===== config.mk =====
export PLATFORM = sky130hd
export DESIGN_NAME = cyc_filt_counter
export DESIGN_NICKNAME = d
export VERILOG_FILES = /design/src/rtl/cyc_filt_pkg.sv /design/src/rtl/cyc_filt_reg.sv /design/src/rtl/cyc_filt_qual.sv /design/src/rtl/cyc_filt_cnt.sv /design/src/rtl/cyc_filt_counter.sv
export SDC_FILE = /design/constraint.sdc
export NUM_CORES = 1
export LEC_CHECK = 0
export ABC_AREA = 1
export BUFFER_PORTS_ARGS = -buffer_cell sky130_fd_sc_hd__buf_2
export CORE_UTILIZATION = 46
export DETAILED_ROUTE_END_ITERATION = 16
export PLACE_DENSITY = 0.76
export SYNTH_ARGS = -nofsm -noshare
export SYNTH_HDL_FRONTEND = slang
export SYNTH_SLANG_ARGS = --single-unit

===== constraint.sdc =====
create_clock -name clk_i -period 1.4 [get_ports clk_i]
set_input_delay 0.14 -clock clk_i [delete_from_list [all_inputs] [get_ports clk_i]]
set_output_delay 0.14 -clock clk_i [all_outputs]
set_load 0.05 [all_outputs]

===== src/rtl/cyc_filt_pkg.sv =====
package cyc_filt_pkg;
  localparam int FILT_W   = 32;
  localparam int FLD_W    = 5;
  localparam int FLD_LSB  = FILT_W - FLD_W;  // 27
  // field index within the FLD_W slice
  localparam int F_PRIV   = 4;  // bit 31
  localparam int F_USER   = 3;  // bit 30
  localparam int F_NSKERN = 2;  // bit 29
  localparam int F_NSUSER = 1;  // bit 28
  localparam int F_NSHYP  = 0;  // bit 27

  typedef enum logic [1:0] {
    LVL_USER = 2'd0,
    LVL_KERN = 2'd1,
    LVL_HYP  = 2'd2,
    LVL_MON  = 2'd3
  } priv_e;

  typedef logic [FLD_W-1:0] fld_t;
endpackage


===== src/rtl/cyc_filt_reg.sv =====
module cyc_filt_reg
  import cyc_filt_pkg::*;
#(
  parameter int SEL_W   = 5,
  parameter int IND_SEL = 31
) (
  input  logic              clk_i,
  input  logic              rst_ni,
  input  logic              has_lvl2_i,
  input  logic              has_lvl3_i,
  input  logic              filt_we_i,
  input  logic [FILT_W-1:0] filt_wdata_i,
  input  logic              evt_we_i,
  input  logic [SEL_W-1:0]  evt_sel_i,
  input  logic [FILT_W-1:0] evt_wdata_i,
  output fld_t              fld_o,
  output logic [FILT_W-1:0] rdata_o
);
  fld_t impl_msk, fld_q, wr_fld;
  logic ind_hit, wr_any;

  always_comb begin
    impl_msk           = '1;
    impl_msk[F_NSKERN] = has_lvl3_i;
    impl_msk[F_NSUSER] = has_lvl3_i;
    impl_msk[F_NSHYP]  = has_lvl2_i;
  end

  assign ind_hit = evt_we_i && (evt_sel_i == SEL_W'(IND_SEL));
  assign wr_any  = filt_we_i || ind_hit;
  // direct port has priority
  assign wr_fld  = filt_we_i ? filt_wdata_i[FILT_W-1:FLD_LSB]
                             : evt_wdata_i[FILT_W-1:FLD_LSB];

  always_ff @(posedge clk_i or negedge rst_ni) begin
    if (!rst_ni)     fld_q <= '0;
    else if (wr_any) fld_q <= wr_fld & impl_msk;
  end

  assign fld_o   = fld_q & impl_msk;
  assign rdata_o = {fld_o, {FLD_LSB{1'b0}}};
endmodule


===== src/rtl/cyc_filt_qual.sv =====
module cyc_filt_qual
  import cyc_filt_pkg::*;
(
  input  fld_t        fld_i,
  input  logic [1:0]  priv_lvl_i,
  input  logic        nonsec_i,
  input  logic        has_lvl3_i,
  input  logic        count_en_i,
  output logic        inc_o
);
  logic ns_split, allow;

  assign ns_split = nonsec_i && has_lvl3_i;

  always_comb begin
    unique case (priv_e'(priv_lvl_i))
      LVL_USER: allow = ns_split ? (fld_i[F_NSUSER] == fld_i[F_USER]) : !fld_i[F_USER];
      LVL_KERN: allow = ns_split ? (fld_i[F_NSKERN] == fld_i[F_PRIV]) : !fld_i[F_PRIV];
      LVL_HYP:  allow = fld_i[F_NSHYP];
      default:  allow = 1'b1;
    endcase
  end

  assign inc_o = count_en_i && allow;
endmodule


===== src/rtl/cyc_filt_cnt.sv =====
module cyc_filt_cnt #(
  parameter int CNT_W = 64
) (
  input  logic             clk_i,
  input  logic             rst_ni,
  input  logic             inc_i,
  output logic [CNT_W-1:0] count_o
);
  always_ff @(posedge clk_i or negedge rst_ni) begin
    if (!rst_ni)    count_o <= '0;
    else if (inc_i) count_o <= count_o + 1'b1;
  end
endmodule


===== src/rtl/cyc_filt_counter.sv =====
module cyc_filt_counter
  import cyc_filt_pkg::*;
#(
  parameter int CNT_W   = 64,
  parameter int SEL_W   = 5,
  parameter int IND_SEL = 31
) (
  input  logic              clk_i,
  input  logic              rst_ni,
  input  logic [1:0]        priv_lvl_i,
  input  logic              nonsec_i,
  input  logic              has_lvl2_i,
  input  logic              has_lvl3_i,
  input  logic              count_en_i,
  input  logic              filt_we_i,
  input  logic [31:0]       filt_wdata_i,
  input  logic              evt_we_i,
  input  logic [SEL_W-1:0]  evt_sel_i,
  input  logic [31:0]       evt_wdata_i,
  output logic [CNT_W-1:0]  count_o,
  output logic [31:0]       filt_o
);
  fld_t fld;
  logic inc;

  cyc_filt_reg #(.SEL_W(SEL_W), .IND_SEL(IND_SEL)) i_reg (
    .clk_i, .rst_ni, .has_lvl2_i, .has_lvl3_i,
    .filt_we_i, .filt_wdata_i, .evt_we_i, .evt_sel_i, .evt_wdata_i,
    .fld_o(fld), .rdata_o(filt_o)
  );

  cyc_filt_qual i_qual (
    .fld_i(fld), .priv_lvl_i, .nonsec_i, .has_lvl3_i, .count_en_i, .inc_o(inc)
  );

  cyc_filt_cnt #(.CNT_W(CNT_W)) i_cnt (
    .clk_i, .rst_ni, .inc_i(inc), .count_o
  );
endmodule


==> impl_metrics.env, run 1 <==
export IMPL_io_pin_count=175
export IMPL_drt_first_pass_iters=6
export IMPL_numClockSinks=69
export IMPL_syn_area_per_cell_sq_um=6.846
export IMPL_ys_types=35
export IMPL_arrival_ns=1.98
export IMPL_synth_edf_count=0
export IMPL_grt_max_degree=70
export IMPL_maxSlewViolCount=0
export IMPL_hp_class="primary input to flop"
export IMPL_async_reset_ff_frac=1.000
export IMPL_io_buffers=93
export IMPL_hold_violations=0
export IMPL_clk_latency_ns=0.38
export IMPL_syn_inst=738
export IMPL_setup_violations=64
export IMPL_numCtsBuffers=9
export IMPL_fillers=586
export IMPL_core_area_sq_um=10510
export IMPL_finClkSkew_ns=0.01139
export IMPL_h_tree_depth=3
export IMPL_crit_required_ns=1.66
export IMPL_postRouteAntennaNets=0
export IMPL_antenna_found_initial=0
export IMPL_wl_per_cell_microns=19.14
export IMPL_status="finished with violations"
export IMPL_n_antenna_cell=0
export IMPL_initial_core_util=0.4808
export IMPL_yosys_warnings=0
export IMPL_die_h_microns=106.8
export IMPL_vias_per_cell=5.818
export IMPL_dieArea_sq_um=11410
export IMPL_cellLeakagePower_uw=0.004077
export IMPL_yosysSeqAreaShare=0.3418
export IMPL_clkPwrFrac=0.257
export IMPL_syn_area_sq_um=5052
export IMPL_synth_top_family_by_area="simple AND/OR/NAND/NOR gates"
export IMPL_die_x_microns=106.8
export IMPL_fmax_mhz=584.0
export IMPL_drt_wl_total_microns=22090
export IMPL_cellPowerDensity_nw_per_um2=715.8
export IMPL_tightest_slew_ns=0.6226
export IMPL_grt_pass1_vias=5618
export IMPL_clkTransAtPathRegs_ns=0.07
export IMPL_p_sw_frac=0.3802
export IMPL_stdcell_area_sq_um=8429
export IMPL_cts_buffer_depth=2
export IMPL_drt_iter0_drc=916
export IMPL_synth_ff_type="dfrtp_1"
export IMPL_synthAdderAreaFrac=0.002476
export IMPL_dp_hpwl_microns=12540
export IMPL_dpl_instance_area_sq_um=6839
export IMPL_fin_util=0.8021
export IMPL_slew_headroom=0.5821
export IMPL_synthXorXnorAreaFrac=0.03938
export IMPL_track_usage=0.3161
export IMPL_rsz0062_at_grt="true"
export IMPL_p_seq_frac=0.374
export IMPL_route_vias_total=6714
export IMPL_multi_input_area_sq_um=3815
export IMPL_failed_checks="setup timing"
export IMPL_grt_ovfl_total=0
export IMPL_muxShareOfSynthArea=0
export IMPL_drive_gt1_frac=0.5874
export IMPL_setup_ws_ns=-0.3122
export IMPL_worstSetupStartpointType="flop"
export IMPL_synth_seq_cells=69
export IMPL_drv_cap=0
export IMPL_synth_compound_area_frac=0.02476
export IMPL_crit_fanout=4
export IMPL_area_growth_pct=66.84
export IMPL_gp_congestion=0.9596
export IMPL_layout_area_seq_sq_um=1797
export IMPL_drc_errors=0
export IMPL_worstSetupPathType="flop to flop"
export IMPL_synthSimpleGateAreaFrac=0.4733
export IMPL_critPathCaptureType="flop"
export IMPL_switchingPower_uw=2294
export IMPL_grt_pass1_wl_microns=27760
export IMPL_fin_crit_ns=1.712
export IMPL_p_comb_frac=0.368
export IMPL_clockRootBuffer="clkbuf_8"
export IMPL_cts_tree="built"
export IMPL_p_int_uw=3740
export IMPL_row_count=37
export IMPL_final_nets=1093
export IMPL_irDropWorstVdd_mv=0.8511
export IMPL_min_period_over_period=1.223
export IMPL_rrSetupSlack_ns=-0.31
critical path: stages (launching register included):
cell and delay, ns:
dfrtp_2 0.41, nand2_1 0.16, nor2_4 0.17, nand2_4 0.11, nor2_8 0.17, nand3_4 0.12
nor2_4 0.23, nand2_1 0.08, nor2_1 0.10, nor2_1 0.05
synthesized netlist by cell type (all sizes together), types with 2 or more instances:
cell / count / area [sq um]
nand4: 38 / 237.7
nor3: 10 / 50.05
xor2: 3 / 26.28
nand3b: 11 / 82.58
a21oi: 5 / 25.02
nor2: 130 / 646.9
or2: 3 / 18.77
inv: 75 / 281.5
clkinv: 3 / 11.26
o21ai: 13 / 65.06
dfrtp: 69 / 1727
nand3: 53 / 307.8
nand2: 256 / 1016
o211ai: 3 / 22.52
buf: 40 / 301.5
xnor2: 18 / 172.7
a31oi: 2 / 12.51
worst paths after layout:
kind                              startpoint                end  cells past startpoint
max in group asynchronous             rst_ni  i_cnt.count_o[42]                      3
min                         filt_wdata_i[30]     i_reg.fld_q[3]                      3
max reg2reg                 i_cnt.count_o[5]  i_cnt.count_o[39]                      9
max                         i_cnt.count_o[5]  i_cnt.count_o[39]                      9
min reg2reg                i_cnt.count_o[63]  i_cnt.count_o[63]                      2
min in group asynchronous             rst_ni  i_cnt.count_o[13]                      3
power by group through the flow:
stage,logic [uW],clock network (uW),registers [uW]
global route,2320,1660,2270
floorplan,746,0,2600
global placement,1570,0,2270
CTS,1820,1540,2250
finish,2220,1550,2260
detailed placement,1590,0,2280
cell usage in the layout, fill, tap and decap left out, types with 27 or more instances in the layout:
master   netlist  layout
inv_1         67      59
nor2_4         8      55
buf_4         33     152
dfrtp_2        0      56
nor2_1        99      40
conb_1         1      27
nand4_1       38      38
nand2_2       13      62
nand2_1      240     169
nor2_2        20      32
buf_2          4      89
repair_timing:
item                       CTS  global route
pin swaps                   50            69
gates resized for setup    111           159
setup buffers               15            25
hold endpoints to repair    69             0
cloned                       2             4
hold buffers                 1             0
setup endpoints to repair   58            67
flip-flops by register name (all words and copies together) (netlist names):
name           flops
i_cnt.count_o     64
i_reg.fld_q        5
logic make-up (layout without fill, tap and decap cells):
family,count (synthesis),after routing
and+or+nand+nor,505,505
other,1,27
AOI/OAI and AO/OA,23,23
DFF,69,69
xor gates and xnor gates,21,21
buffers and inverters,118,372
adders and majority gates,1,1
cell type report:
type                       instances  share of cell area
clock buffer                      15             0.01974
multi-input combinational        577              0.4526
timing repair buffer             278              0.2553
inverter                          78             0.03844
clock inverter                     1           0.0005937
sequential                        69              0.2132
tap                              136             0.02019
layer usage:
metal	GRT usage	vias to the layer above	wire [microns]
li1	-	2838	-
met3	0.06383	205	2696
met2	0.5037	596	9688
met5	0	-	0
met4	0.1526	0	1883
met1	0.4091	3075	7822
stage by stage:
step | instances | setup WS, ns | hold slack [ns] | setup TNS (ns) | power, uW
6_report | 1154 | -0.3122 | 0.01938 | -11.94 | 6034
5_1_grt | 1154 | -0.4692 | 0.01797 | -16.22 | 6246
4_1_cts | 1129 | -0.1431 | 0.02600 | -4.199 | 5604
3_5_place_dp | 1095 | -0.2152 | 0.1987 | -5.639 | 3871
3_3_place_gp | 1095 | -0.1604 | 0.1997 | -4.331 | 3839
2_1_floorplan | 764 | -0.2411 | -0.1556 | -6.869 | 3345
Note: power is estimated with default switching activity, not from simulation.
==> run 2, diff against run 1 <==
Settings changed: BUFFER_PORTS_ARGS -buffer_cell sky130_fd_sc_hd__buf_2 to -buffer_cell sky130_fd_sc_hd__buf_4, CAP_MARGIN set to 10, PLACE_DENSITY 0.76 to 0.8.
==> run 2 against run 1 <==
Effect of this change: the run still ends with setup timing left; clock-buffer cell count shrank 1; utilization fell by 0.44 points; largest power group unchanged; worst setup slack got worse by 0.13 ns; combinational power is 9% lower.
==> impl_metrics.env, run 2 (synthesized netlist as in run 1, its figures left out) <==
export IMPL_status="finished with violations"
export IMPL_failed_checks="setup timing"
export IMPL_r2r_worst_path_cells=8
export IMPL_drv_cap=0
export IMPL_drt_first_pass_iters=7
export IMPL_setup_violations=64
export IMPL_grt_ovfl_total=0
export IMPL_worstSetupPathType="flop to flop"
export IMPL_arrival_ns=2.17
export IMPL_row_count=37
export IMPL_cp_top_family="simple AND/OR/NAND/NOR gates"
export IMPL_largest_reg_flops=64
export IMPL_p_total_uw=5870
export IMPL_setup_ws_ns=-0.4422
export IMPL_mostFrequentLayoutCells="buf_4 (243), nand2_1 (174), inv_1 (64), dfrtp_2 (56), nand2_2 (54)"
export IMPL_dp_hpwl_microns=13030
export IMPL_numCtsBuffers=9
export IMPL_dieArea_sq_um=11410
export IMPL_worstSetupStartpointType="flop"
export IMPL_core_area_sq_um=10510
export IMPL_postRouteAntennaNets=0
export IMPL_crit_cells=8
export IMPL_top_regs="i_cnt.count_o: 64 flops, i_reg.fld_q: 5 flops"
export IMPL_crit_slowest_cell="dfrtp_2"
export IMPL_clk_latency_ns=0.39
export IMPL_critPathCaptureType="flop"
export IMPL_clkTransAtPathRegs_ns=0.09
export IMPL_final_nets=1088
export IMPL_crit_fanout=4
export IMPL_drive_gt1_frac=0.5627
export IMPL_fmax_mhz=542.8
export IMPL_track_usage=0.3252
export IMPL_critPathBufInv=2
export IMPL_route_vias_total=6564
export IMPL_regMostFlops="i_cnt.count_o"
export IMPL_rsz0062_at_grt="true"
export IMPL_gp_congestion=0.9476
export IMPL_critPathMaxStageDelay_ns=0.43
export IMPL_io_pin_count=175
export IMPL_fin_util=0.7977
export IMPL_crit_required_ns=1.73
export IMPL_maxSlewViolCount=0
export IMPL_hp_class="primary input to flop"
export IMPL_fin_setup_tns_ns=-13.00
export IMPL_numClockSinks=69
export IMPL_crit_chain="nand2_2, nor2_4, buf_4, nand4_1, nor2_4, buf_6, nand4_1, nand2_1"
export IMPL_cts_buffer_depth=2
export IMPL_drt_iter0_drc=696
export IMPL_min_period_over_period=1.316
export IMPL_vias_per_cell=5.708
export IMPL_place_ws_ns=-0.2000
export IMPL_antenna_found_initial=1
export IMPL_grt_pass1_vias=5878
export IMPL_drc_errors=0
export IMPL_fillers=624
export IMPL_fin_crit_ns=1.842
export IMPL_die_h_microns=106.8
export IMPL_hold_violations=0
export IMPL_slew_headroom=0.6129
export IMPL_clockRootBuffer="clkbuf_8"
export IMPL_grt_pass1_wl_microns=28490
export IMPL_h_tree_depth=3
export IMPL_cellPowerDensity_nw_per_um2=700.2
export IMPL_area_growth_pct=65.92
export IMPL_cts_tree="built"
export IMPL_drt_wl_total_microns=21680
export IMPL_min_path_cells=3
export IMPL_cellLeakagePower_uw=0.004063
export IMPL_initial_core_util=0.4808
export IMPL_wl_per_cell_microns=18.85
export IMPL_irDropWorstVdd_mv=0.8026
export IMPL_io_buffers=93
export IMPL_die_x_microns=106.8
export IMPL_final_common_cell="buf_4"
export IMPL_grt_max_degree=32
export IMPL_tightest_slew_ns=0.5768
export IMPL_finClkSkew_ns=0.01381
## run 2: cell count changes in the layout (fill, tap and decap cells not counted), moves of 5 or more
cell	delta
buf_4	+91
buf_2	-89
nor2_1	+10
nand2_2	-8
nor2_4	-7
inv_1	+5
nand2_1	+5
## run 2: final timing paths
| check | start | end | slack [ns] |
|---|---|---|---|
| max | i_cnt.count_o[29] | i_cnt.count_o[34] | -0.44 |
| min | filt_wdata_i[30] | i_reg.fld_q[3] | 0.02 |
| max reg2reg | i_cnt.count_o[29] | i_cnt.count_o[34] | -0.44 |
| min reg2reg | i_cnt.count_o[63] | i_cnt.count_o[63] | 0.50 |
| max in group asynchronous | rst_ni | i_cnt.count_o[28] | 0.68 |
| min in group asynchronous | rst_ni | i_cnt.count_o[42] | 0.19 |
## run 2: repair_timing
| item | CTS | global route |
|---|---|---|
| buffers inserted | 15 | 18 |
| hold buffers | 1 | 0 |
| endpoints found under the setup margin | 54 | 67 |
| pin swaps | 47 | 71 |
| gates resized for setup | 98 | 125 |
| endpoints found under the hold margin | 69 | 0 |
## run 2: cell type report
type	count	area (sq um)	share of cell area
clock buffers	14	152.6	0.01821
inverters	78	315.3	0.03761
flip-flops and latches	69	1797	0.2143
well taps	136	170.2	0.02030
clock inverters	2	10.01	0.001194
repair buffers	273	2208	0.2634
multi-input cells	577	3727	0.4446
diodes	1	2.502	0.0002985
## run 2: metal layers
layer,track usage,share of wire,vias up
li1,-,-,2828
met1,0.3987,0.37,3053
met2,0.5313,0.47,524
met3,0.06444,0.099,159
met4,0.1879,0.066,0
met5,0,0,-
## run 2: per-stage QoR
stage / cell area (sq um) / hold WS, ns / std cells
floorplan: 5389 / -0.1556 / 764
global placement: 7129 / 0.04190 / 1101
detailed placement: 7129 / 0.04112 / 1101
CTS: 7785 / 0.03562 / 1133
global route: 8381 / 0.03184 / 1149
finish: 8383 / 0.01811 / 1150
## run 2: worst reg2reg max path: stages (launching register included)
cell     delay [ns]
dfrtp_2        0.43
nand2_2        0.10
nor2_4         0.15
buf_4          0.16
nand4_1        0.32
nor2_4         0.31
buf_6          0.13
nand4_1        0.09
nand2_1        0.09
## run 2: where the power goes
| group | switching [uW] | internal [uW] |
|---|---|---|
| combinational | 1240 | 794 |
| sequential | 172 | 2110 |
| clock | 866 | 690 |
